[config.mk]
export PLATFORM = sky130hd
export DESIGN_NAME = center_pwm
export DESIGN_NICKNAME = d
export VERILOG_FILES = /design/src/rtl/center_pwm_pkg.sv /design/src/rtl/cpwm_updown.sv /design/src/rtl/cpwm_lane.sv /design/src/rtl/center_pwm.sv
export SDC_FILE = /design/constraint.sdc
export NUM_CORES = 1
export LEC_CHECK = 0
export CAP_MARGIN = 20
export CORE_MARGIN = 5
export CORE_UTILIZATION = 34
export CTS_CLUSTER_DIAMETER = 50
export CTS_CLUSTER_SIZE = 16
export DETAILED_ROUTE_END_ITERATION = 8
export MAX_ROUTING_LAYER = met4
export PLACE_DENSITY_LB_ADDON = 0.05
export SYNTH_ARGS = -nofsm -noshare
export SYNTH_HDL_FRONTEND = slang
export SYNTH_SLANG_ARGS = --single-unit
[constraint.sdc]
create_clock -name clk -period 4.52 [get_ports clk]
set_clock_uncertainty 0.2 [all_clocks]
set_input_delay 1.356 -clock clk [delete_from_list [all_inputs] [get_ports clk]]
set_output_delay 1.356 -clock clk [all_outputs]
set_load 0.02 [all_outputs]
[src/rtl/center_pwm_pkg.sv]
package center_pwm_pkg;

    typedef enum logic [1:0] {
        RES_KEEP   = 2'b00,
        RES_SET    = 2'b01,
        RES_CLEAR  = 2'b10,
        RES_TOGGLE = 2'b11
    } res_mode_e;

    localparam int unsigned ADR_CTRL       = 0;
    localparam int unsigned ADR_PERIOD     = 1;
    localparam int unsigned ADR_FLAGS      = 2;
    localparam int unsigned ADR_IRQEN      = 3;
    localparam int unsigned ADR_OUTS       = 4;
    localparam int unsigned ADR_REVEN      = 5;
    localparam int unsigned ADR_RESOLVE    = 6;
    localparam int unsigned ADR_MATCH_BASE = 16;

endpackage

[src/rtl/cpwm_updown.sv]
module cpwm_updown #(
    parameter int unsigned CNT_W      = 16,
    parameter int unsigned DEF_PERIOD = 3750
) (
    input  logic             clk,
    input  logic             rst_n,
    input  logic             run_i,
    input  logic [CNT_W-1:0] per_sh_i,
    output logic [CNT_W-1:0] count_o,
    output logic             up_o,
    output logic [CNT_W-1:0] per_o,
    output logic             limit_o
);
    localparam logic [CNT_W-1:0] ONE = CNT_W'(1);

    typedef struct packed {
        logic [CNT_W-1:0] count;
        logic             up;
        logic [CNT_W-1:0] per;
    } cnt_st_t;

    cnt_st_t st_d, st_q;

    always_comb begin
        st_d = st_q;
        // active period follows the reload only at the zero point
        if (st_q.count == '0) st_d.per = per_sh_i;
        if (run_i) begin
            if (st_q.up) begin
                if (st_q.count >= st_q.per) begin
                    st_d.up = 1'b0;
                    if (st_q.count != '0) st_d.count = st_q.count - ONE;
                end else begin
                    st_d.count = st_q.count + ONE;
                end
            end else if (st_q.count == '0) begin
                st_d.up = 1'b1;
                if (st_q.per != '0) st_d.count = ONE;
            end else begin
                st_d.count = st_q.count - ONE;
            end
        end
    end

    always_ff @(posedge clk) begin
        if (!rst_n) st_q <= '{count: '0, up: 1'b1, per: CNT_W'(DEF_PERIOD)};
        else        st_q <= st_d;
    end

    assign count_o = st_q.count;
    assign up_o    = st_q.up;
    assign per_o   = st_q.per;
    assign limit_o = run_i && (st_q.count == st_q.per);

    a_r2_halt_freeze: assert property (@(posedge clk) disable iff (!rst_n)
        !run_i |=> $stable(st_q.count));
    a_r2_up_step: assert property (@(posedge clk) disable iff (!rst_n)
        run_i && st_q.up && (st_q.count < st_q.per) |=> st_q.count == $past(st_q.count) + ONE);
    a_r2_turn_down: assert property (@(posedge clk) disable iff (!rst_n)
        run_i && st_q.up && (st_q.count == st_q.per) && (st_q.count != '0)
        |=> !st_q.up && (st_q.count == $past(st_q.count) - ONE));
    a_r6_period_at_zero: assert property (@(posedge clk) disable iff (!rst_n)
        !$stable(st_q.per) |-> $past(st_q.count) == '0);
endmodule

[src/rtl/cpwm_lane.sv]
module cpwm_lane
    import center_pwm_pkg::*;
#(
    parameter int unsigned CNT_W     = 16,
    parameter int unsigned DEF_MATCH = 1875
) (
    input  logic             clk,
    input  logic             rst_n,
    input  logic             run_i,
    input  logic [CNT_W-1:0] count_i,
    input  logic             up_i,
    input  logic [CNT_W-1:0] per_i,
    input  logic             wr_i,
    input  logic [CNT_W-1:0] wr_val_i,
    input  logic             force_i,
    input  logic             force_val_i,
    input  logic             rev_i,
    input  logic [1:0]       res_i,
    output logic             hit_o,
    output logic             out_o,
    output logic [CNT_W-1:0] shadow_o
);
    typedef struct packed {
        logic [CNT_W-1:0] shadow;
        logic [CNT_W-1:0] active;
        logic             out;
    } lane_st_t;

    lane_st_t st_d, st_q;
    logic     turn, set_req, clr_req;

    always_comb begin
        hit_o   = run_i && (count_i == st_q.active);
        turn    = (count_i == '0) || (count_i == per_i);
        set_req = hit_o && (!rev_i || up_i || turn);
        clr_req = hit_o && rev_i && (!up_i || turn);
        st_d    = st_q;
        if (count_i == '0) st_d.active = st_q.shadow;
        if (wr_i)          st_d.shadow = wr_val_i;
        if (set_req && clr_req) begin
            case (res_mode_e'(res_i))
                RES_KEEP:   st_d.out = st_q.out;
                RES_SET:    st_d.out = 1'b1;
                RES_CLEAR:  st_d.out = 1'b0;
                RES_TOGGLE: st_d.out = !st_q.out;
            endcase
        end else if (set_req) begin
            st_d.out = 1'b1;
        end else if (clr_req) begin
            st_d.out = 1'b0;
        end else if (!run_i && force_i) begin
            st_d.out = force_val_i;
        end
    end

    always_ff @(posedge clk) begin
        if (!rst_n) st_q <= '{shadow: CNT_W'(DEF_MATCH), active: CNT_W'(DEF_MATCH), out: 1'b0};
        else        st_q <= st_d;
    end

    assign out_o    = st_q.out;
    assign shadow_o = st_q.shadow;

    a_r6_match_at_zero: assert property (@(posedge clk) disable iff (!rst_n)
        !$stable(st_q.active) |-> $past(count_i) == '0);
    a_r10_out_cause: assert property (@(posedge clk) disable iff (!rst_n)
        !$stable(st_q.out) |-> $past(hit_o) || ($past(force_i) && !$past(run_i)));
    a_r5_keep_holds: assert property (@(posedge clk) disable iff (!rst_n)
        set_req && clr_req && (res_i == 2'b00) |=> $stable(st_q.out));
    a_r4_no_clear: assert property (@(posedge clk) disable iff (!rst_n)
        run_i && !rev_i && st_q.out |=> st_q.out);
endmodule

[src/rtl/center_pwm.sv]
module center_pwm
    import center_pwm_pkg::*;
#(
    parameter int unsigned NCH        = 4,
    parameter int unsigned CNT_W      = 16,
    parameter int unsigned DATA_W     = 32,
    parameter int unsigned ADDR_W     = 5,
    parameter int unsigned DEF_PERIOD = 3750
) (
    input  logic              clk,
    input  logic              rst_n,
    input  logic              wr_en,
    input  logic [ADDR_W-1:0] wr_addr,
    input  logic [DATA_W-1:0] wr_data,
    input  logic [ADDR_W-1:0] rd_addr,
    output logic [DATA_W-1:0] rd_data,
    output logic [NCH-1:0]    pwm_o,
    output logic              sync_o,
    output logic              irq_o
);
    localparam int unsigned NOUT      = NCH + 1;
    localparam int unsigned NEV       = NCH + 2;
    localparam int unsigned DEF_MATCH = DEF_PERIOD / 2;

    typedef struct packed {
        logic             halt;
        logic [CNT_W-1:0] per_sh;
        logic [NEV-1:0]   flags;
        logic [NEV-1:0]   ien;
        logic [NOUT-1:0]  rev;
        logic [2*NOUT-1:0] res;
    } regs_t;

    regs_t            rg_d, rg_q;
    logic             run;
    logic [CNT_W-1:0] count, per_act;
    logic             up, limit;
    logic [NOUT-1:0]  hits, outs;
    logic [NEV-1:0]   events, flag_clr;
    logic [CNT_W-1:0] shadow [NOUT];
    logic             unused_wr;

    assign run       = !rg_q.halt;
    assign unused_wr = ^wr_data;

    function automatic logic sel(input logic [ADDR_W-1:0] a, input int unsigned target);
        return wr_en && (a == ADDR_W'(target));
    endfunction

    cpwm_updown #(.CNT_W(CNT_W), .DEF_PERIOD(DEF_PERIOD)) u_cnt (
        .clk(clk), .rst_n(rst_n), .run_i(run), .per_sh_i(rg_q.per_sh),
        .count_o(count), .up_o(up), .per_o(per_act), .limit_o(limit)
    );

    for (genvar i = 0; i < NOUT; i++) begin : g_lane
        localparam int unsigned MADR = ADR_MATCH_BASE + i;
        cpwm_lane #(.CNT_W(CNT_W), .DEF_MATCH(DEF_MATCH)) u_lane (
            .clk(clk), .rst_n(rst_n), .run_i(run), .count_i(count), .up_i(up),
            .per_i(per_act), .wr_i(sel(wr_addr, MADR)), .wr_val_i(wr_data[CNT_W-1:0]),
            .force_i(sel(wr_addr, ADR_OUTS)), .force_val_i(wr_data[i]),
            .rev_i(rg_q.rev[i]), .res_i(rg_q.res[2*i +: 2]),
            .hit_o(hits[i]), .out_o(outs[i]), .shadow_o(shadow[i])
        );
    end

    assign events = {hits, limit};

    always_comb begin
        rg_d     = rg_q;
        flag_clr = sel(wr_addr, ADR_FLAGS) ? wr_data[NEV-1:0] : '0;
        if (sel(wr_addr, ADR_CTRL))    rg_d.halt   = wr_data[0];
        if (sel(wr_addr, ADR_PERIOD))  rg_d.per_sh = wr_data[CNT_W-1:0];
        if (sel(wr_addr, ADR_IRQEN))   rg_d.ien    = wr_data[NEV-1:0];
        if (sel(wr_addr, ADR_REVEN))   rg_d.rev    = wr_data[NOUT-1:0];
        if (sel(wr_addr, ADR_RESOLVE)) rg_d.res    = wr_data[2*NOUT-1:0];
        rg_d.flags = (rg_q.flags & ~flag_clr) | events;
    end

    always_ff @(posedge clk) begin
        if (!rst_n) rg_q <= '{halt: 1'b1, per_sh: CNT_W'(DEF_PERIOD), flags: '0,
                              ien: '0, rev: '1, res: '0};
        else        rg_q <= rg_d;
    end

    always_comb begin
        rd_data = '0;
        case (rd_addr)
            ADDR_W'(ADR_CTRL):    rd_data = DATA_W'(rg_q.halt);
            ADDR_W'(ADR_PERIOD):  rd_data = DATA_W'(rg_q.per_sh);
            ADDR_W'(ADR_FLAGS):   rd_data = DATA_W'(rg_q.flags);
            ADDR_W'(ADR_IRQEN):   rd_data = DATA_W'(rg_q.ien);
            ADDR_W'(ADR_OUTS):    rd_data = DATA_W'(outs);
            ADDR_W'(ADR_REVEN):   rd_data = DATA_W'(rg_q.rev);
            ADDR_W'(ADR_RESOLVE): rd_data = DATA_W'(rg_q.res);
            default: begin
                for (int i = 0; i < NOUT; i++)
                    if (rd_addr == ADDR_W'(ADR_MATCH_BASE + i)) rd_data = DATA_W'(shadow[i]);
            end
        endcase
    end

    assign pwm_o  = outs[NCH-1:0];
    assign sync_o = outs[NCH];
    assign irq_o  = |(rg_q.flags & rg_q.ien);

    a_r8_flag_sticky: assert property (@(posedge clk) disable iff (!rst_n)
        ($past(rg_q.flags) & ~$past(flag_clr) & ~rg_q.flags) == '0);
    a_r8_event_wins: assert property (@(posedge clk) disable iff (!rst_n)
        ($past(events) & ~rg_q.flags) == '0);
    a_r10_halt_no_events: assert property (@(posedge clk) disable iff (!rst_n)
        rg_q.halt |-> events == '0);
endmodule

# Word level (Yosys, flattened, before mapping)
# Cells that the tools add are included.
# word_totals
reg_bits	242
input_bits	45
output_inout_bits	38
word_cells	206
# classes
addsub	2
n_lt_le_gt_ge	1
eq_ne	50
n_mux	39
bitwise_logic	5
reduce_logical	85
# ops
operator	n
$pmux W32 S7	1
$mux W32	4
$eq A16 B16 Y1	6
$mux W16	5
$eq A5 B5 Y1 const B	10
$logic_and A1 B1 Y1	39
$reduce_bool A16 Y1	2
$eq A5 B3 Y1 const B	6
$mux W1	22
$eq A2 B2 Y1 const B	10
$eq A5 B2 Y1 const B	4
$reduce_bool A4 Y1	5
$mux W17	1
$add A16 B1 Y16 const B	1
$ge A16 B16 Y1	1
$logic_not A16 Y1	1
$sub A16 B1 Y16 const B	1
$pmux W1 S3	5
$and A6 B6 Y6	2
$logic_not A1 Y1	12
$logic_or A1 B1 Y1	12
$eq A2 B1 Y1 const B	5
$eq A5 B1 Y1 const B	2
$logic_not A2 Y1	5
other kinds (10)	20

# Longest topological paths before layout
# Gate-level depths: netlist of the first run.
# logic_depth
depth_word	7
mapped_depth	11
ltp_nobuf	9

# By module
# From an unflattened synthesis of the first run, not the netlist that was laid out.
# hier_totals
cells_unflattened	1582
hier_area_um2	14597.8
# modules_own_cells
mod	n_inst	cells_each	area_per_inst_um2	seq_area_each_um2
cpwm_lane	5	185	1803.0	660.6
center_pwm	1	338	3006.6	880.8
cpwm_updown	1	319	2576.2	660.6

# Least setup slack after synthesis of the first run
# No wires, ideal clock.
# synth_timing
kind	input to output
startpoint	input port rd_addr[0]
endpoint	output port rd_data[0]
arrival_ps	2727
t_required_ps	2964
setup_slack_ps	237
cell_stages	6
path_buffers	0
cell_sequence	or3_1 > nor2_1 > a22oi_1 > a31oi_1 > nor3_1 > nor2_1
# synth_via
elab_chain_len	7
# synth_lines
element	line_no	rtl
start: declaration	center_pwm.sv:15	input logic [ADDR_W-1:0] rd_addr,
$eq A5 B5 Y1	center_pwm.sv:97	if (rd_addr == ADDR_W'(ADR_MATCH_BASE + i)) rd_data = DATA_W'(shadow[i]);
$mux W16	center_pwm.sv:97	
$mux W32 (4 in series)	center_pwm.sv:97	
$pmux W32 S7 (*)	center_pwm.sv:87	case (rd_addr)
end: declaration	center_pwm.sv:16	output logic [DATA_W-1:0] rd_data,
# Mark *: on every way between the ends. The rest lies on a longest branch, timed or not.

# Final worst setup path of the first run
# layout_timing
startpoint	input port rd_addr[2]
endpoint	output port rd_data[8]
# Same word-level chain as after synthesis.

==> results of run 1 <==
cells in the mapped netlist, types with 7 or more instances:
cell type / instances / area (um^2)
nand4_1: 24 / 150.1
nand3_1: 109 / 545.5
o211ai_1: 8 / 60.06
mux2i_1: 38 / 380.4
buf_2: 12 / 60.06
nor3_1: 28 / 140.1
nor4_1: 17 / 106.4
inv_1: 22 / 82.58
a21oi_1: 132 / 660.6
buf_4: 20 / 150.1
clkbuf_1: 85 / 319.1
o21ai_0: 12 / 60.06
a22oi_1: 41 / 307.8
ha_1: 19 / 237.7
nand2_1: 441 / 1655
or3_1: 7 / 43.79
nor2_1: 48 / 180.2
xnor2_1: 64 / 560.5
xor2_1: 19 / 166.4
a222oi_1: 8 / 80.08
dfxtp_1: 242 / 4845
o21ai_1: 11 / 55.05
layer usage:
metal	up-vias	wire, um
met5	-	0
met2	287	20600
met4	0	852
li1	5207	-
met1	5140	19890
met3	57	2350
layout make-up:
class | count | area [um^2]
multi-input combinational | 1124 | 6247
inverter | 22 | 85.08
clock inverter | 26 | 351.6
fill | 3490 | 19390
tap | 448 | 560.5
clock buffer | 38 | 907.1
sequential | 242 | 4845
timing repair buffer | 125 | 1147
power by group through the flow:
| stage | Sequential [mW] | Clock [mW] | Combinational (mW) |
|---|---|---|---|
| 2_1_floorplan | 2.22 | 0 | 0.228 |
| 3_3_place_gp | 2.24 | 0 | 0.364 |
| 3_5_place_dp | 2.24 | 0 | 0.364 |
| 4_1_cts | 2.19 | 3.00 | 0.365 |
| 5_1_grt | 2.19 | 3.09 | 0.401 |
| 6_report | 2.19 | 2.94 | 0.368 |
tightest hold or removal path, stage by stage, from the launching register on:
cell     delay, ns
dfxtp_1       0.32
nand2_1       0.06
a21oi_1       0.05
cell families after synthesis:
kind of cell,count (synthesis)
AND/OR/NAND/NOR,717
AO/OA/AOI/OAI,248
flip-flops,242
buffers and inverters,146
XOR/XNOR,83
multiplexers,41
adder cells (fa/ha/maj),19
other,1
worst min path at each step:
stage          cells after the start                         to  slack, ns                          start
2_1_floorplan                      1     g_lane[4].u_lane.out_o       0.24                       rg_q[14]
3_3_place_gp                       2   g_lane[1].u_lane.st_q[3]       0.25       g_lane[1].u_lane.st_q[3]
3_5_place_dp                       2   g_lane[2].u_lane.st_q[6]       0.26       g_lane[2].u_lane.st_q[6]
4_1_cts                            2   g_lane[2].u_lane.st_q[6]       0.27       g_lane[2].u_lane.st_q[6]
5_1_grt                            2   g_lane[0].u_lane.st_q[3]       0.28       g_lane[0].u_lane.st_q[3]
6_report                           2  g_lane[2].u_lane.st_q[12]       0.26  g_lane[2].u_lane.shadow_o[11]
state kept, by name (all words and copies together) (netlist names):
name                    cells
rg_q                       44
g_lane.u_lane.shadow_o     80
u_cnt.count_o              16
g_lane.u_lane.out_o         5
g_lane.u_lane.st_q         80
u_cnt.up_o                  1
u_cnt.per_o                16
timing repair:
| item | in CTS | in global routing |
|---|---|---|
| pin swaps | 9 | 13 |
| buffers inserted | 0 | 3 |
| gates resized for setup | 91 | 23 |
| cloned | 0 | 0 |
| endpoints found under the setup margin | 16 | 16 |
==> impl_metrics.csv, run 1 <==
group,metric,value,unit
outcome,status,"finished, final reports clean",
layout,post-route-util,0.4218,
logic_synthesis,synthMuxAreaShare,0.03582,
logic_synthesis,yosys.area_share.simple,0.2729,
floorplanning,io_pins,83,
detailed_routing,vias,10691,
grt,antenna_found_initial,0,
power_and_ir_drop,peakVddDrop,0.3880,mV
worst_setup_path,slowest_delay,0.37,ns
worst_setup_path,cp_max_fo,5,
place,dpl.hpwl,30590,um
detailed_routing,final_antenna_net_count,0,
sta,maxSlewHeadroom,0.2790,
worst_setup_path,worst_setup_path_end_kind,"output port",
layout,finalNonFillerCells,2025,
floorplanning,die_x,194.4,um
sta,fin_hold_ws,0.2637,ns
layout,syn_to_final_growth,22.34,%
logic_synthesis,synth_xor_area_frac,0.06288,
layout,final_area,0.01414,mm^2
worst_setup_path,path_depth,10,
worst_setup_path,r2r_cells,8,
grt,grt_pass1_vias,10355,
worst_setup_path,worstSetupEndpoint,"rd_data[8]",
layout,fin_nets,1614,
floorplanning,die_h,194.4,um
logic_synthesis,synthCells,1497,
logic_synthesis,synth-main-ff-cell,"dfxtp_1",
worst_setup_path,timing.rr.end,"u_cnt.count_o[14]",
logic_synthesis,netlist_area,0.01156,mm^2
worst_setup_path,setup.worst_path.start_class,"primary input",
layout,drive_gt1_frac,0.1268,
worst_setup_path,crit_path_top_delay_cell,"a222oi_1",
worst_setup_path,cpLargestDelayFamily,"buffers and inverters",
worst_setup_path,path_buf_inv,6,
cts,cts_tree,"built",
floorplanning,start_util,0.3448,
power_and_ir_drop,total_power,5.501,mW
place,dp_cells,1958,
floorplanning,rows,67,
worst_setup_path,cp-startpoint,"rd_addr[2]",
power_and_ir_drop,p_comb_frac,0.067,
power_and_ir_drop,p_seq_frac,0.398,
place,placed_area,0.01280,mm^2
logic_synthesis,ys_seq_elements,242,
detailed_routing,drcViolationCount,0,
power_and_ir_drop,clkPwrFrac,0.535,
worst_setup_path,cp_cell_sequence,"clkbuf_2 -> or3_4 -> nor2_4 -> buf_6 -> buf_4 -> buf_4 -> a222oi_1 -> buf_4 -> nand3_1 -> buf_6",
grt,grt_max_degree,109,
logic_synthesis,synth_top_family_by_area,"simple AND/OR/NAND/NOR gates",
sta,clock.fmax,224.3,MHz
layout,n_antenna_cell,0,
worst_setup_path,critical_path_class,"primary input to output port",
detailed_routing,drt-total-wl,43690,um
logic_synthesis,synth_edf_count,0,
cts,cts_buffers,35,
cts,clockBufferDepth,3,
worst_setup_path,worstPathArrival,2.90,ns
job,drv_cap,0,
floorplanning,core_area,0.03353,mm^2
grt,track_usage,0.2303,
detailed_routing,drt_iter0_markers,731,
worst_setup_path,r2r_setup_slack,0.90,ns
layout,final_common_cell,"nand2_1",
logic_synthesis,ys_seq_area_frac,0.4190,
sta,worst_slack,0.06146,ns
cts,cts_root_buf,"clkbuf_16",
grt,globalRouteMet3Util,0.03238,
logic_synthesis,synth-adder-area-share,0.02056,
grt,use_met2,0.3738,
sta,finalCritPeriodShare,0.9864,
sta,setup_viol,0,
logic_synthesis,synth_compound_area_frac,0.1319,
cts,clock_sinks,242,
worst_setup_path,r2r_start,"u_cnt.count_o[0]",
place,pre_cts_slack,-0.7692,ns
sta,grt_setup_unrepaired,"no",
cts,clk_pin_slew,0.06,ns
cts,htreeDepth,2,
power_and_ir_drop,powerDensity,389.0,mW/mm^2
grt,overflow,0,
cts,postCtsHoldBufs,0,
grt,grt_pass1_wl,65610,um
sta,hold_viol,0,
power_and_ir_drop,p_sw_frac,0.2579,
worst_setup_path,worst_path_most_repeated_cell,"buf_4",
place,gp_congestion,0.8501,
sta,fin_tns_setup,0,ns
power_and_ir_drop,p_switching,1.419,mW
cts,clock_latency,0.54,ns
sta,drv_slew,0,
detailed_routing,via_per_inst,5.280,
sta,min_period,4.459,ns
detailed_routing,avgRoutedWirePerCell,21.57,um
grt,grt-busiest-layer,"met2",
logic_synthesis,synth.distinct_cells,58,
detailed_routing,first_pass_iters,5,
place,io_buffers,50,
power_and_ir_drop,p_int,4.083,mW
min_path,min_path_type,"flop to flop",
worst_setup_path,required,2.96,ns
floorplanning,dieArea,0.03779,mm^2
logic_synthesis,yosys_warnings,0,
power_and_ir_drop,p_leak,5.562,nW
logic_synthesis,ys_async_sr_fraction,0,
grt,use_met1,0.3079,
logic_synthesis,syn_avg_cell_area,7.723,um^2
sta,tightest_slew,1.073,ns
layout,layout_common_cells,"439 x nand2_1, 242 x dfxtp_1, 132 x a21oi_1",
(Power assumes the default switching activity.)
==> run 2: changes to the inputs <==
--- a/config.mk
+++ b/config.mk
@@ -5,9 +5,8 @@
 export SDC_FILE = /design/constraint.sdc
 export NUM_CORES = 1
 export LEC_CHECK = 0
-export CAP_MARGIN = 20
 export CORE_MARGIN = 5
-export CORE_UTILIZATION = 34
+export CORE_UTILIZATION = 59
 export CTS_CLUSTER_DIAMETER = 50
 export CTS_CLUSTER_SIZE = 16
 export DETAILED_ROUTE_END_ITERATION = 8
==> run 2 against run 1 <==
- via count rose by 2.8%
- global-route usage up 12 points
- non-clock buffer count down 13
- die area fell by 40%
- wire length decreased by 13%
- critical endpoint is now rd_data[6]
- hold slack improved by 0.0027 ns
==> impl_metrics.csv, run 2 (synthesis results as in run 1) <==
group,metric,value,unit
power_and_ir_drop,p_comb_frac,0.072,
layout,layout_common_cells,"439 x nand2_1, 242 x dfxtp_1, 132 x a21oi_1",
cts,clockBufferDepth,3,
grt,grt_pass1_vias,10398,
power_and_ir_drop,p_int,3.554,mW
layout,final_area,0.01335,mm^2
power_and_ir_drop,clkPwrFrac,0.479,
worst_setup_path,setup.worst_path.start_class,"primary input",
floorplanning,io_pins,83,
power_and_ir_drop,p_seq_frac,0.449,
floorplanning,core_area,0.01940,mm^2
grt,grt_max_degree,90,
sta,maxSlewHeadroom,0.3572,
power_and_ir_drop,p_switching,1.321,mW
detailed_routing,via_per_inst,6.053,
sta,drv_slew,0,
sta,min_period,4.407,ns
grt,track_usage,0.3457,
cts,clk_pin_slew,0.06,ns
sta,finalCritPeriodShare,0.9751,
job,drv_cap,0,
floorplanning,die_x,150.0,um
sta,tightest_slew,0.9642,ns
worst_setup_path,crit_path_top_delay_cell,"a222oi_1",
sta,clock.fmax,226.9,MHz
detailed_routing,drt-total-wl,38010,um
worst_setup_path,slowest_delay,0.40,ns
worst_setup_path,cp_max_fo,6,
layout,post-route-util,0.6883,
cts,cts_buffers,28,
worst_setup_path,worst_setup_path_end_kind,"output port",
floorplanning,dieArea,0.02249,mm^2
power_and_ir_drop,peakVddDrop,0.3423,mV
floorplanning,rows,51,
sta,grt_setup_unrepaired,"no",
floorplanning,die_h,150.0,um
detailed_routing,final_antenna_net_count,0,
cts,cts_tree,"built",
detailed_routing,avgRoutedWirePerCell,20.93,um
worst_setup_path,cp_cell_sequence,"clkdlybuf4s15_1 -> nand2b_4 -> nor2_4 -> buf_6 -> buf_4 -> a222oi_1 -> nand3_1 -> buf_2",
sta,fin_hold_ws,0.2665,ns
power_and_ir_drop,total_power,4.875,mW
place,gp_congestion,0.9330,
layout,nFillCells,1688,
detailed_routing,first_pass_iters,6,
grt,antenna_found_initial,0,
outcome,status,"finished, final reports clean",
layout,finalNonFillerCells,1816,
cts,clock_sinks,242,
layout,final_common_cell,"nand2_1",
sta,setup_viol,0,
grt,overflow,0,
sta,hold_viol,0,
place,dp_cells,1763,
layout,drive_gt1_frac,0.1064,
min_path,min_path_type,"flop to flop",
worst_setup_path,critical_path_class,"primary input to output port",
cts,postCtsHoldBufs,0,
layout,n_antenna_cell,0,
place,placed_area,0.01237,mm^2
place,io_buffers,50,
layout,syn_to_final_growth,15.49,%
cts,cts_root_buf,"clkbuf_16",
worst_setup_path,worstPathArrival,2.85,ns
worst_setup_path,required,2.96,ns
detailed_routing,drt_iter0_markers,1338,
cts,htreeDepth,1,
detailed_routing,drcViolationCount,0,
detailed_routing,vias,10993,
power_and_ir_drop,p_sw_frac,0.2711,
layout,fin_nets,1594,
place,dpl.hpwl,25790,um
power_and_ir_drop,p_leak,5.308,nW
grt,grt_pass1_wl,58660,um
floorplanning,start_util,0.5960,
power_and_ir_drop,powerDensity,365.1,mW/mm^2
cts,clock_latency,0.56,ns
==> run 2: per-stage QoR <==
stage | TNS, ns | setup WS (ns)
floorplan | 0 | 0.2371
global placement | -9.201 | -0.6708
detailed placement | -9.482 | -0.6484
CTS | 0 | 0.01544
global route | 0 | 0.01868
finish | 0 | 0.1127
==> run 2: path summary, 6_finish.rpt <==
path,start,to,slack [ns],cells past startpoint
worst max-delay path,rd_addr[1],rd_data[6],0.11,8
worst min-delay path,g_lane[2].u_lane.st_q[6],g_lane[2].u_lane.st_q[6],0.27,2
worst max register to register,u_cnt.count_o[0],u_cnt.count_o[3],0.86,8
worst min register to register,g_lane[2].u_lane.st_q[6],g_lane[2].u_lane.st_q[6],0.27,2
==> run 2: cell type report <==
type	instances	area [um^2]	area share
multi-input combinational	1124	6197	0.4642
timing repair buffer	112	922.1	0.06907
inverter	22	85.08	0.006372
tap	265	331.6	0.02483
clock buffer	31	721.9	0.05407
sequential	242	4845	0.3629
clock inverter	20	249.0	0.01865
==> run 2: timing repair <==
action | in CTS | in global routing
gates resized for setup | 80 | 21
setup buffers | 0 | 2
pin swaps | 7 | 9
hold endpoints to repair | 0 | 0
endpoints found under the setup margin | 16 | 15
==> run 2: power by group through the flow <==
stage / Combinational [mW] / Sequential (mW) / Clock [mW]
after CTS: 0.343 / 2.19 / 2.35
after global routing: 0.379 / 2.19 / 2.44
after floorplan: 0.228 / 2.22 / 0
after global placement: 0.342 / 2.23 / 0
after detailed placement: 0.344 / 2.24 / 0
final: 0.351 / 2.19 / 2.34
==> run 2: layer usage <==
| layer | share of wire | global-route usage | vias to the layer above | routed length, um |
|---|---|---|---|---|
| met1 | 0.42 | 0.4603 | 5187 | 15830 |
| li1 | - | - | 5149 | - |
| met2 | 0.46 | 0.5386 | 556 | 17390 |
| met5 | 0 | - | - | 0 |
| met3 | 0.087 | 0.05058 | 101 | 3295 |
| met4 | 0.039 | 0.1244 | 0 | 1488 |
==> run 2: critical path, delay by kind of cell <==
kind | cells | cell delay, ns
simple gates | 3 | 0.35
buf+inv | 4 | 0.75
compound gates | 1 | 0.40
